### config.mk
export PLATFORM = sky130hd
export DESIGN_NAME = aes3_preamble_sync
export DESIGN_NICKNAME = d
export VERILOG_FILES = /design/src/rtl/aes3_sync_pkg.sv /design/src/rtl/aes3_pre_match.sv /design/src/rtl/aes3_frame_track.sv /design/src/rtl/aes3_bmc_slicer.sv /design/src/rtl/aes3_preamble_sync.sv
export SDC_FILE = /design/constraint.sdc
export NUM_CORES = 1
export LEC_CHECK = 0
export BUFFER_PORTS_ARGS = -buffer_cell sky130_fd_sc_hd__buf_2
export CAP_MARGIN = 30
export CORE_ASPECT_RATIO = 1.1
export CORE_MARGIN = 1
export CORE_UTILIZATION = 25
export DETAILED_ROUTE_END_ITERATION = 8
export PLACE_DENSITY = 0.44
export SLEW_MARGIN = 10
export SYNTH_ARGS = -nofsm -noshare
export SYNTH_HDL_FRONTEND = slang
export SYNTH_SLANG_ARGS = --single-unit
### constraint.sdc
create_clock -name clk -period 3.1 [get_ports clk]
set_clock_uncertainty 0.15 [all_clocks]
set_input_delay 0.775 -clock clk [delete_from_list [all_inputs] [get_ports clk]]
set_output_delay 0.775 -clock clk [all_outputs]
set_load 0.02 [all_outputs]
### src/rtl/aes3_sync_pkg.sv
package aes3_sync_pkg;

  typedef enum logic [1:0] {
    PK_NONE = 2'd0,
    PK_X    = 2'd1,
    PK_Y    = 2'd2,
    PK_Z    = 2'd3
  } pkind_t;

  localparam int PRE_UI = 8;

  // Normalised shapes, first UI in the MSB, first UI always 1.
  localparam logic [PRE_UI-1:0] SHAPE_X = 8'b1110_0010;
  localparam logic [PRE_UI-1:0] SHAPE_Y = 8'b1110_0100;
  localparam logic [PRE_UI-1:0] SHAPE_Z = 8'b1110_1000;

endpackage

### src/rtl/aes3_pre_match.sv
module aes3_pre_match
  import aes3_sync_pkg::*;
(
  input  logic [PRE_UI:0] win,
  output pkind_t          kind
);

  logic [PRE_UI-1:0] body;
  logic [PRE_UI-1:0] norm;
  logic              edge_ok;

  always_comb begin
    body    = win[PRE_UI-1:0];
    norm    = win[PRE_UI-1] ? body : ~body;
    edge_ok = win[PRE_UI] != win[PRE_UI-1];
    kind    = PK_NONE;
    if (edge_ok) begin
      if (norm == SHAPE_X)      kind = PK_X;
      else if (norm == SHAPE_Y) kind = PK_Y;
      else if (norm == SHAPE_Z) kind = PK_Z;
    end
  end

endmodule

### src/rtl/aes3_frame_track.sv
module aes3_frame_track
  import aes3_sync_pkg::*;
#(
  parameter int UI_PER_SF    = 64,
  parameter int BLOCK_FRAMES = 192
) (
  input  logic   clk,
  input  logic   rst_n,
  input  logic   ui_en,
  input  pkind_t det,
  output logic   accept,
  output logic   seq_err,
  output logic   locked,
  output logic   lock_lost
);

  localparam int CNT_W  = $clog2(UI_PER_SF) + 1;
  localparam int FIDX_W = $clog2(BLOCK_FRAMES);
  localparam logic [CNT_W-1:0]  CNT_MAX   = {CNT_W{1'b1}};
  localparam logic [CNT_W-1:0]  GAP_DUE   = CNT_W'(UI_PER_SF - 1);
  localparam logic [FIDX_W-1:0] FIDX_LAST = FIDX_W'(BLOCK_FRAMES - 1);

  logic [CNT_W-1:0]  cnt_q, cnt_d;
  logic              lock_q, lock_d;
  logic              lost_q, lost_d;
  pkind_t            prev_q, prev_d;
  logic              zseen_q, zseen_d;
  logic [FIDX_W-1:0] fidx_q, fidx_d;
  logic              gap_ok, miss, prev_ch1;

  always_comb begin
    gap_ok   = cnt_q == GAP_DUE;
    accept   = ui_en && (det != PK_NONE) && (!lock_q || gap_ok);
    miss     = ui_en && lock_q && gap_ok && !accept;
    prev_ch1 = (prev_q == PK_X) || (prev_q == PK_Z);
    case (det)
      PK_Y:    seq_err = prev_q == PK_Y;
      PK_X:    seq_err = prev_ch1 || (zseen_q && fidx_q == FIDX_LAST);
      PK_Z:    seq_err = prev_ch1 || (zseen_q && fidx_q != FIDX_LAST);
      default: seq_err = 1'b0;
    endcase
  end

  always_comb begin
    cnt_d   = cnt_q;
    lock_d  = lock_q;
    lost_d  = 1'b0;
    prev_d  = prev_q;
    zseen_d = zseen_q;
    fidx_d  = fidx_q;
    if (ui_en) begin
      if (accept) begin
        cnt_d  = '0;
        lock_d = gap_ok;
        prev_d = det;
        if (det == PK_Z) begin
          zseen_d = 1'b1;
          fidx_d  = '0;
        end else if (det == PK_X && fidx_q != FIDX_LAST) begin
          fidx_d = fidx_q + 1'b1;
        end
      end else begin
        if (miss) begin
          lock_d  = 1'b0;
          lost_d  = 1'b1;
          prev_d  = PK_NONE;
          zseen_d = 1'b0;
        end
        if (cnt_q != CNT_MAX) cnt_d = cnt_q + 1'b1;
      end
    end
  end

  always_ff @(posedge clk or negedge rst_n) begin
    if (!rst_n) begin
      cnt_q   <= CNT_MAX;
      lock_q  <= 1'b0;
      lost_q  <= 1'b0;
      prev_q  <= PK_NONE;
      zseen_q <= 1'b0;
      fidx_q  <= '0;
    end else begin
      cnt_q   <= cnt_d;
      lock_q  <= lock_d;
      lost_q  <= lost_d;
      prev_q  <= prev_d;
      zseen_q <= zseen_d;
      fidx_q  <= fidx_d;
    end
  end

  assign locked    = lock_q;
  assign lock_lost = lost_q;

endmodule

### src/rtl/aes3_bmc_slicer.sv
module aes3_bmc_slicer #(
  parameter int DATA_SLOTS = 28,
  parameter int TAG_W      = 3
) (
  input  logic                  clk,
  input  logic                  rst_n,
  input  logic                  ui_en,
  input  logic                  start,
  input  logic                  line_in,
  input  logic                  prev_lvl,
  input  logic [TAG_W-1:0]      tag_in,
  output logic                  out_valid,
  output logic [DATA_SLOTS-1:0] out_bits,
  output logic                  out_err,
  output logic [TAG_W-1:0]      out_tag
);

  localparam int DATA_UI = 2 * DATA_SLOTS;
  localparam int POS_W   = $clog2(DATA_UI);
  localparam logic [POS_W-1:0] POS_LAST = POS_W'(DATA_UI - 1);

  logic                  act_q, act_d;
  logic [POS_W-1:0]      pos_q, pos_d;
  logic                  first_q, first_d;
  logic [DATA_SLOTS-1:0] acc_q, acc_d;
  logic                  err_q, err_d;
  logic [TAG_W-1:0]      tag_q, tag_d;
  logic                  ov_q, ov_d;
  logic [DATA_SLOTS-1:0] ob_q, ob_d;
  logic                  oe_q, oe_d;
  logic [TAG_W-1:0]      ot_q, ot_d;

  always_comb begin
    act_d   = act_q;
    pos_d   = pos_q;
    first_d = first_q;
    acc_d   = acc_q;
    err_d   = err_q;
    tag_d   = tag_q;
    ov_d    = 1'b0;
    ob_d    = ob_q;
    oe_d    = oe_q;
    ot_d    = ot_q;
    if (ui_en) begin
      if (start) begin
        act_d = 1'b1;
        pos_d = '0;
        acc_d = '0;
        err_d = 1'b0;
        tag_d = tag_in;
      end else if (act_q) begin
        if (!pos_q[0]) begin
          if (line_in == prev_lvl) err_d = 1'b1;
          first_d = line_in;
        end else begin
          acc_d = {line_in ^ first_q, acc_q[DATA_SLOTS-1:1]};
        end
        if (pos_q == POS_LAST) begin
          act_d = 1'b0;
          ov_d  = 1'b1;
          ob_d  = acc_d;
          oe_d  = err_d;
          ot_d  = tag_q;
        end else begin
          pos_d = pos_q + 1'b1;
        end
      end
    end
  end

  always_ff @(posedge clk or negedge rst_n) begin
    if (!rst_n) begin
      act_q   <= 1'b0;
      pos_q   <= '0;
      first_q <= 1'b0;
      acc_q   <= '0;
      err_q   <= 1'b0;
      tag_q   <= '0;
      ov_q    <= 1'b0;
      ob_q    <= '0;
      oe_q    <= 1'b0;
      ot_q    <= '0;
    end else begin
      act_q   <= act_d;
      pos_q   <= pos_d;
      first_q <= first_d;
      acc_q   <= acc_d;
      err_q   <= err_d;
      tag_q   <= tag_d;
      ov_q    <= ov_d;
      ob_q    <= ob_d;
      oe_q    <= oe_d;
      ot_q    <= ot_d;
    end
  end

  assign out_valid = ov_q;
  assign out_bits  = ob_q;
  assign out_err   = oe_q;
  assign out_tag   = ot_q;

endmodule

### src/rtl/aes3_preamble_sync.sv
module aes3_preamble_sync
  import aes3_sync_pkg::*;
#(
  parameter int WORD_W       = 32,
  parameter int BLOCK_FRAMES = 192
) (
  input  logic              clk,
  input  logic              rst_n,
  input  logic              ui_en,
  input  logic              line_in,
  output logic              sf_valid,
  output logic [WORD_W-1:0] sf_word,
  output logic [1:0]        sf_kind,
  output logic              sf_code_err,
  output logic              sf_seq_err,
  output logic              locked,
  output logic              lock_lost
);

  localparam int UI_PER_SF  = 2 * WORD_W;
  localparam int PRE_SLOTS  = PRE_UI / 2;
  localparam int DATA_SLOTS = WORD_W - PRE_SLOTS;
  localparam int TAG_W      = 3;

  logic [PRE_UI-1:0]     hist_q, hist_d;
  logic [PRE_UI:0]       win;
  pkind_t                det;
  logic                  accept, seq_err;
  logic [DATA_SLOTS-1:0] bits;
  logic [TAG_W-1:0]      tag;

  always_comb begin
    win    = {hist_q, line_in};
    hist_d = ui_en ? {hist_q[PRE_UI-2:0], line_in} : hist_q;
  end

  always_ff @(posedge clk or negedge rst_n) begin
    if (!rst_n) hist_q <= '0;
    else        hist_q <= hist_d;
  end

  aes3_pre_match u_match (
    .win  (win),
    .kind (det)
  );

  aes3_frame_track #(
    .UI_PER_SF    (UI_PER_SF),
    .BLOCK_FRAMES (BLOCK_FRAMES)
  ) u_track (
    .clk       (clk),
    .rst_n     (rst_n),
    .ui_en     (ui_en),
    .det       (det),
    .accept    (accept),
    .seq_err   (seq_err),
    .locked    (locked),
    .lock_lost (lock_lost)
  );

  aes3_bmc_slicer #(
    .DATA_SLOTS (DATA_SLOTS),
    .TAG_W      (TAG_W)
  ) u_slice (
    .clk       (clk),
    .rst_n     (rst_n),
    .ui_en     (ui_en),
    .start     (accept),
    .line_in   (line_in),
    .prev_lvl  (hist_q[0]),
    .tag_in    ({seq_err, det}),
    .out_valid (sf_valid),
    .out_bits  (bits),
    .out_err   (sf_code_err),
    .out_tag   (tag)
  );

  assign sf_word    = {bits, {PRE_SLOTS{1'b0}}};
  assign sf_kind    = tag[1:0];
  assign sf_seq_err = tag[2];

endmodule

# After elaboration in Yosys (flattened, before gate mapping)
# Cells that the tools add are included.
op_classes:
  addsub: 3
  eq_ne: 18
  mux: 36
  bitwise_logic: 4
  reduce_logical: 28
ops:
  columns: ["operator", "count"]
  rows:
  - ["$mux W28", 3]
  - ["$eq A8 B8 Y1 const B", 4]
  - ["$mux W8", 3]
  - ["$mux W1", 18]
  - ["$mux W6", 3]
  - ["$mux W7", 2]
  - ["$mux W2", 6]
  - ["$reduce_bool A2 Y1", 5]
  - ["$reduce_and A3 Y1", 3]
  - ["$add A8 B1 Y8 const B", 1]
  - ["$eq A2 B2 Y1 const B", 4]
  - ["$logic_and A1 B1 Y1", 8]
  - ["$ne A8 B8 Y1 const B", 1]
  - ["$not A8 Y8", 1]
  - ["$reduce_and A2 Y1", 4]
  - ["$reduce_and A4 Y1", 2]
  - ["$add A7 B1 Y7 const B", 1]
  - ["$eq A7 B6 Y1 const B", 1]
  - ["$ne A7 B7 Y1 const B", 1]
  - ["$add A6 B1 Y6 const B", 1]
  - ["$eq A6 B6 Y1 const B", 1]
  - ["$eq A2 B1 Y1 const B", 2]
  - ["$logic_or A1 B1 Y1", 4]
  - ["$pmux W1 S3", 1]
  - ["7 further kinds", 9]
totals:
  ff_bits: 101
  in_bits: 4
  out_inout_bits: 39
  elab_cells: 106

# Logic depth before layout (Yosys ltp)
# Gate-level depths: netlist of the first run.
logic_depth:
  depth_word: 15
  depth_mapped: 8
  depth_no_buf: 6

# Cells and area by module
# From an unflattened synthesis of the first run, not the netlist that was laid out.
unflattened:
  hier_cells: 425
  hier_area_um2: 4742.0
modules_own_cells:
  columns: ["module", "n_inst", "cells_per_inst", "area_per_inst_um2", "seq_area_each_um2"]
  rows:
  - ["aes3_bmc_slicer", 1, 261, 3061.7, 1826.8]
  - ["aes3_frame_track", 1, 131, 1218.7, 509.2]
  - ["aes3_preamble_sync", 1, 22, 365.4, 200.2]
  - ["aes3_pre_match", 1, 11, 96.3, 0.0]

# Least setup slack after synthesis of the first run
# OpenSTA, ideal clock, no wires.
synth_timing:
  path_type: "input-to-reg"
  start: "input port ui_en"
  end: "register u_slice.ob_q[21] (netlist: u_slice.out_bits[21])"
  setup_ns: 0.125
  t_arrival_ns: 2.364
  required_time_ns: 2.825
  path_slack_ns: 0.462
  cell_stages: 7
  cell_sequence: "clkbuf_1 > nand2_1 > o32ai_1 > o211ai_1 > nand3_2 > clkbuf_8 > mux2_2"
synth_between:
  elab_chain_cells: 4
synth_rtl:
  columns: ["element", "line_no", "rtl"]
  rows:
  - ["from (decl)", "aes3_preamble_sync.sv:9", "input logic ui_en,"]
  - ["$logic_and A1 B1 Y1 (2 in series)", "aes3_frame_track.sv:33", "accept = ui_en && (det != PK_NONE) && (!lock_q || gap_ok);"]
  - ["$not A1 Y1 (no line)", null, null]
  - ["$reduce_and A4 Y1 (no line) (*)", null, null]
  - ["to (signal assigned)", "aes3_bmc_slicer.sv:80", "ob_q <= '0;"]
  - ["to (signal assigned)", "aes3_bmc_slicer.sv:91", "ob_q <= ob_d;"]
  - ["to (decl)", "aes3_bmc_slicer.sv:29", "logic [DATA_SLOTS-1:0] ob_q, ob_d;"]
# Every way passes the cells marked *; elsewhere a longest branch is shown, timed or not.
# A chain may end at the register's enable or synchronous reset.

# Worst setup path in the final report of the first run
layout_timing:
  start: "register hist_q[0]"
  end: "register u_slice.ob_q[0] (netlist: u_slice.out_bits[0])"
layout_between:
  elab_chain_cells: 12
layout_rtl:
  columns: ["element", "line_no", "rtl"]
  rows:
  - ["from (decl)", "aes3_preamble_sync.sv:25", "logic [PRE_UI-1:0] hist_q, hist_d;"]
  - ["from (signal assigned)", "aes3_preamble_sync.sv:39", "else hist_q <= hist_d;"]
  - ["$not A8 Y8", "aes3_pre_match.sv:14", "norm = win[PRE_UI-1] ? body : ~body;"]
  - ["$mux W8 (*)", "aes3_pre_match.sv:14", null]
  - ["$eq A8 B8 Y1", "aes3_pre_match.sv:20", "else if (norm == SHAPE_Z) kind = PK_Z;"]
  - ["$mux W2", "aes3_pre_match.sv:20", null]
  - ["$mux W2", "aes3_pre_match.sv:19", "else if (norm == SHAPE_Y) kind = PK_Y;"]
  - ["$mux W2 (*)", "aes3_pre_match.sv:18", "if (norm == SHAPE_X) kind = PK_X;"]
  - ["$mux W2 (*)", "aes3_pre_match.sv:17", "if (edge_ok) begin"]
  - ["$reduce_bool A2 Y1 (*)", "aes3_frame_track.sv:33", null]
  - ["$logic_and A1 B1 Y1 (*) (2 in series)", "aes3_frame_track.sv:33", null]
  - ["$not A1 Y1 (no line) (*)", null, null]
  - ["$reduce_and A4 Y1 (no line) (*)", null, null]
# Marks and branches as above.

==> metrics, run 1 <==
CP required=3.19 ns; Yosys top cell area share=48.08%; Layout area overhead=15.98%; register bit total from synthesis=101; Critical Path AT=2.56 ns; Fill cells=1,968; grt total ovfl=0; post-route ant nets=0; dpl cell area=0.005369 mm^2; Pint=0.002370 W; die width=135.4 um; vias in the first global route=3,254; combinational share of power=17.6%; Seq/Total Area, Yosys=51.84%; Max VDD drop=0.3070 mV; sw frac=29.21%; sw power=0.0009779 W; CTS root buf=clkbuf_16; Power, Total=0.003348 W; Synthesis Warnings=0; most frequent cells in the layout=94 x dfrtp_1, 72 x mux2_2, 45 x nor2_1; Pwr per Cell Area=590.0 mW/mm^2; outcome=finished, final reports clean; total of max-cap violations=0; H-tree depth=3; asr flop ratio synth=100.0%; CTS tree=built; worst setup margin=0.6253 ns; area occupied by multi-input gates=0.002192 mm^2; clock buffer depth=2; via-per-instance ratio=4.575; Least-Margin Pin Slew=0.6782 ns; largest net degree at the start of global routing=43; most common cell after layout, fill and taps aside=dfrtp_1; syn_area_per_cell=11.85 um^2; critical path capture point type=flop; Synth Area in Compound Gates=8.107%; largest cells by area after synthesis=dfrtp_1 48%, mux2_2 17%, mux2i_1 6.8%; mux contribution to synthesized area=23.32%; ANT cells=0; DRT Wirelength=10,000 um; leakage=2.935 nW; Placer Congestion=0.8163; I/O Pins=43; initial DRC count=93; total number of vias=3,216; crit-path cells=or3b_4 > a22oi_4 > o211ai_1 > nand3_2 > buf_12 > mux2_2; Crit path buffers/inverters=1; Sink Count=101; area leader, netlist=dfrtp_1; share of layout cells above drive strength 1=33.33%; final hold vios=0; Critical Path Source Type=flop; top_reg_cell synth=dfrtp_1; Post-Synth Simple-Gate Area=11.05%; I/O Buffers=38; post-route cell area=0.005674 mm^2; RSZ-0062 raised after global routing=false; residual DRC count=0; Relative slew margins=54.44%; CP max stage delay=0.48 ns; Die H=148.7 um; Sum Neg Setup Slack=0 ns; Synth Area in Adders=0.7673%; largest family of logic cells by synthesized area=multiplexers; initial antenna violation count=0; Total Routing Usage GR=10.82%; WS Path Type=flop to flop; die area=0.02013 mm^2; CTS resizes=0; hold buffer count at cts=0; Clock power frac=34.7%; post-DP HPWL=6624 um; Mapped Cells=413; crit-path leading delay family=simple AND/OR/NAND/NOR gates; xor/xnor share of the synthesized area=1.253%; synth unique cells=56; area taken by flip-flops and latches=0.002536 mm^2; Skew-Pair Late Insertion Delay=0.35 ns; Clock transition at path regs=0.07 ns; Post-Syn Area=0.004892 mm^2; Post CTS Setup Buffer Count=0; Core Region=0.01916 mm^2; pre-CTS WS=0.3836 ns; Reg power frac=47.7%; Starting Density=25.53%; Post-synth EDFFs=0; CP max-delay cell=dfrtp_1; CTS buffer count=9; fmax=404.1 MHz; WL/cell=14.23 um; period utilization=79.83%; TritonRoute pass-1 iters=4; Hold Path Class=input pin to asynchronous set/reset pin; nets=458; Critical Path Fanout Max=33; final setup vio count=0; clock period minus worst slack=2.475 ns; Std-Cell Rows=53; first-pass GRT wire length=16,890 um; Max Slew Vio Count=0
-- worst paths after layout --
path / start / end / slack [ns] / cells after the start
max in group asynchronous: rst_n / u_slice.out_bits[27] / 1.86 / 2
min reg2reg: u_slice.tag_q[1] / u_slice.tag_q[1] / 0.33 / 2
min: rst_n / u_slice.out_bits[6] / 0.23 / 1
max reg2reg: hist_q[0] / u_slice.out_bits[0] / 0.63 / 6
max: hist_q[0] / u_slice.out_bits[0] / 0.63 / 6
min in group clk: u_slice.tag_q[1] / u_slice.tag_q[1] / 0.33 / 2
-- layer usage --
| layer | global-route usage [%] | part of all wire (%) | vias up | wire, um |
|---|---|---|---|---|
| met1 | 14.37 | 49 | 1605 | 4861 |
| met4 | 3.034 | 1.0 | 0 | 103 |
| met3 | 3.374 | 3.7 | 8 | 374 |
| met2 | 16.85 | 47 | 54 | 4661 |
| li1 | - | - | 1549 | - |
| met5 | 0 | 0 | - | 0 |
-- power by group through the flow --
| stage | Combinational [W] | Clock, W | Sequential (W) |
|---|---|---|---|
| after global placement | 0.000586 | 0 | 0.00161 |
| after global routing | 0.000655 | 0.00127 | 0.00162 |
| final | 0.000588 | 0.00116 | 0.00160 |
| after floorplan | 0.000477 | 0 | 0.00158 |
| after detailed placement | 0.000600 | 0 | 0.00162 |
| after CTS | 0.000601 | 0.00122 | 0.00160 |
-- cell usage after synthesis, types with 2 or more instances --
library cell and count:
nand3_1 11, a31oi_1 4, and3_1 4, o21a_1 2, clkbuf_1 8, nand2b_1 5
nor3_1 2, mux2_2 72, buf_4 5, dfrtp_1 94, o31ai_1 3, inv_1 7
xnor2_1 2, o211ai_1 3, nand3b_1 3, ha_1 3, and4bb_2 2, dfstp_2 7
nor2_1 45, or3_1 2, nand2_1 20, and4b_1 2, clkbuf_8 3, o22ai_1 3
xor2_1 5, o21ai_0 10, nor4bb_1 2, a21oi_1 15, a32oi_1 2, buf_2 8
mux2i_1 33, and2_1 2
-- area by class of cell --
type | count | area share [%]
flip-flops and latches | 101 | 44.70
multi-input cells | 284 | 38.63
clock buffers | 9 | 3.969
clock inverters | 7 | 1.411
inverters | 7 | 0.4631
repair buffers | 48 | 5.380
well taps | 247 | 5.447
-- kinds of logic (layout without fill, tap and decap cells) --
group	after synthesis	in the layout
compound gates	57	57
other cells	1	4
mux	105	105
xor+xnor	7	7
flops	101	101
buf+inv	31	71
fa+ha+maj	3	3
simple gates	108	108
-- registers in the layout (all words and copies together) (netlist names), 2 cells and up --
| signal | count |
|---|---|
| u_slice.acc_q | 28 |
| u_slice.out_bits | 28 |
| hist_q | 8 |
| u_track.fidx_q | 8 |
| u_track.cnt_q | 7 |
| u_slice.pos_q | 6 |
| u_slice.out_tag | 3 |
| u_slice.tag_q | 3 |
| u_track.prev_q | 2 |
-- per-stage QoR --
step / hold WS (ns) / instances / util, %
CTS: 0.2251 / 703 / 29.61
global placement: 0.3096 / 687 / 28.01
global route: 0.2428 / 703 / 29.61
floorplan: 0.2848 / 416 / -
finish: 0.2268 / 703 / 29.61
detailed placement: 0.3203 / 687 / 28.01
Note: power is estimated with default switching activity, not from simulation.
==> run 2: changes to the inputs <==
clock period = 2.59 ns   (was 3.1 ns; I/O delays follow)
==> metrics, run 2 (same netlist as run 1, synthesis figures left out) <==
Sum Neg Setup Slack=0 ns; Skew-Pair Late Insertion Delay=0.36 ns; Hold Path Class=input pin to asynchronous set/reset pin; combinational share of power=17.6%; Clock power frac=35.8%; Layout area overhead=17.54%; total number of vias=3,226; share of layout cells above drive strength 1=34.42%; first-pass GRT wire length=17,150 um; Relative slew margins=58.14%; post-route ant nets=0; H-tree depth=3; CTS tree=built; die area=0.02013 mm^2; Std-Cell Rows=53; Die H=148.7 um; grt total ovfl=0; TritonRoute pass-1 iters=6; initial DRC count=97; most common cell after layout, fill and taps aside=dfrtp_1; most frequent cells in the layout=94 x dfrtp_1, 72 x mux2_2, 45 x nor2_1; clock buffer depth=2; CP required=2.72 ns; Total Routing Usage GR=10.88%; fmax=424.5 MHz; vias in the first global route=3,258; Least-Margin Pin Slew=0.6213 ns; largest net degree at the start of global routing=45; RSZ-0062 raised after global routing=false; Critical Path Fanout Max=8; Max VDD drop=0.3407 mV; die width=135.4 um; WS Path Type=flop to flop; Pwr per Cell Area=714.3 mW/mm^2; CTS root buf=clkbuf_16; CTS buffer count=9; sw power=0.001166 W; Reg power frac=46.7%; outcome=finished, final reports clean; critical path capture point type=flop; DRT Wirelength=10,120 um; initial antenna violation count=0; Sink Count=101; Core Region=0.01916 mm^2; final hold vios=0; I/O Buffers=38; post-DP HPWL=6722 um; Max Slew Vio Count=0; clock period minus worst slack=2.356 ns; WL/cell=14.27 um; Pint=0.002941 W; period utilization=90.96%; Clock transition at path regs=0.07 ns; residual DRC count=0; Placer Congestion=0.7249; Critical Path AT=2.48 ns; via-per-instance ratio=4.550; Starting Density=25.53%; I/O Pins=43; final setup vio count=0; total of max-cap violations=0; Power, Total=0.004107 W; Critical Path Source Type=flop; leakage=2.982 nW; nets=465; Post CTS Setup Buffer Count=0; ANT cells=0; sw frac=28.39%
-- run 2: changes by cell type in the layout (fill, tap and decap cells not counted) --
cell       delta
inv_6         -1
clkinv_2      -1
bufinv_16     +1
o32ai_2       +1
o32ai_1       -1
buf_4         +7
-- run 2: cell type report --
class | count | area [um^2]
fillers | 1943 | 13410
repair buffers | 55 | 357.8
flip-flops and latches | 101 | 2536
inverters | 7 | 26.28
well taps | 247 | 309.0
clock inverters | 6 | 96.34
multi-input cells | 284 | 2200
clock buffers | 9 | 225.2
-- run 2: power by group through the flow --
stage	Combinational [W]	Clock [W]	Sequential (W)
2_1_floorplan	0.000571	0	0.00189
3_3_place_gp	0.000717	0	0.00193
3_5_place_dp	0.000731	0	0.00194
4_1_cts	0.000732	0.00154	0.00192
5_1_grt	0.000807	0.00160	0.00195
6_report	0.000721	0.00147	0.00192
-- run 2: routing by layer --
layer | up-vias | wire length [um] | share of wire (%) | GRT usage, %
li1 | 1557 | - | - | -
met1 | 1597 | 5020 | 50 | 14.60
met2 | 61 | 4529 | 45 | 16.77
met3 | 11 | 407 | 4.0 | 2.897
met4 | 0 | 160 | 1.6 | 3.820
met5 | - | 0 | 0 | 0
-- run 2: per-stage QoR --
stage | util (%) | hold WS, ns | cells | instance area [um^2] | setup slack [ns]
floorplan | - | 0.2019 | 416 | 4903 | 0.07922
global placement | 28.29 | 0.3065 | 694 | 5421 | 0.1349
detailed placement | 28.29 | 0.3196 | 694 | 5421 | 0.09123
CTS | 29.97 | 0.04706 | 709 | 5743 | 0.1072
global route | 30.01 | 0.05150 | 709 | 5751 | 0.08330
finish | 30.01 | 0.04061 | 709 | 5751 | 0.2342
-- run 2: worst max-delay path, stage by stage (launching register included) --
cell      delay, ns
dfrtp_1        0.48
or3b_4         0.46
a22oi_4        0.22
buf_4          0.19
o211ai_1       0.25
a2111o_1       0.47
o21ai_0        0.08
-- run 2: worst paths after layout --
kind	startpoint	to	slack [ns]	cells after the start
max	hist_q[0]	u_track.cnt_q[4]	0.23	6
min	rst_n	u_slice.out_bits[6]	0.04	1
max reg2reg	hist_q[0]	u_track.cnt_q[4]	0.23	6
min reg2reg	u_slice.tag_q[0]	u_slice.tag_q[0]	0.33	2
max in group asynchronous	rst_n	u_track.cnt_q[0]	1.58	2
min in group clk	u_slice.tag_q[0]	u_slice.tag_q[0]	0.33	2
-- run 2: timing repair --
item                       4_1_cts  5_1_grt
setup endpoints to repair        0       31
hold buffers                     0        0
resized for setup                0        1
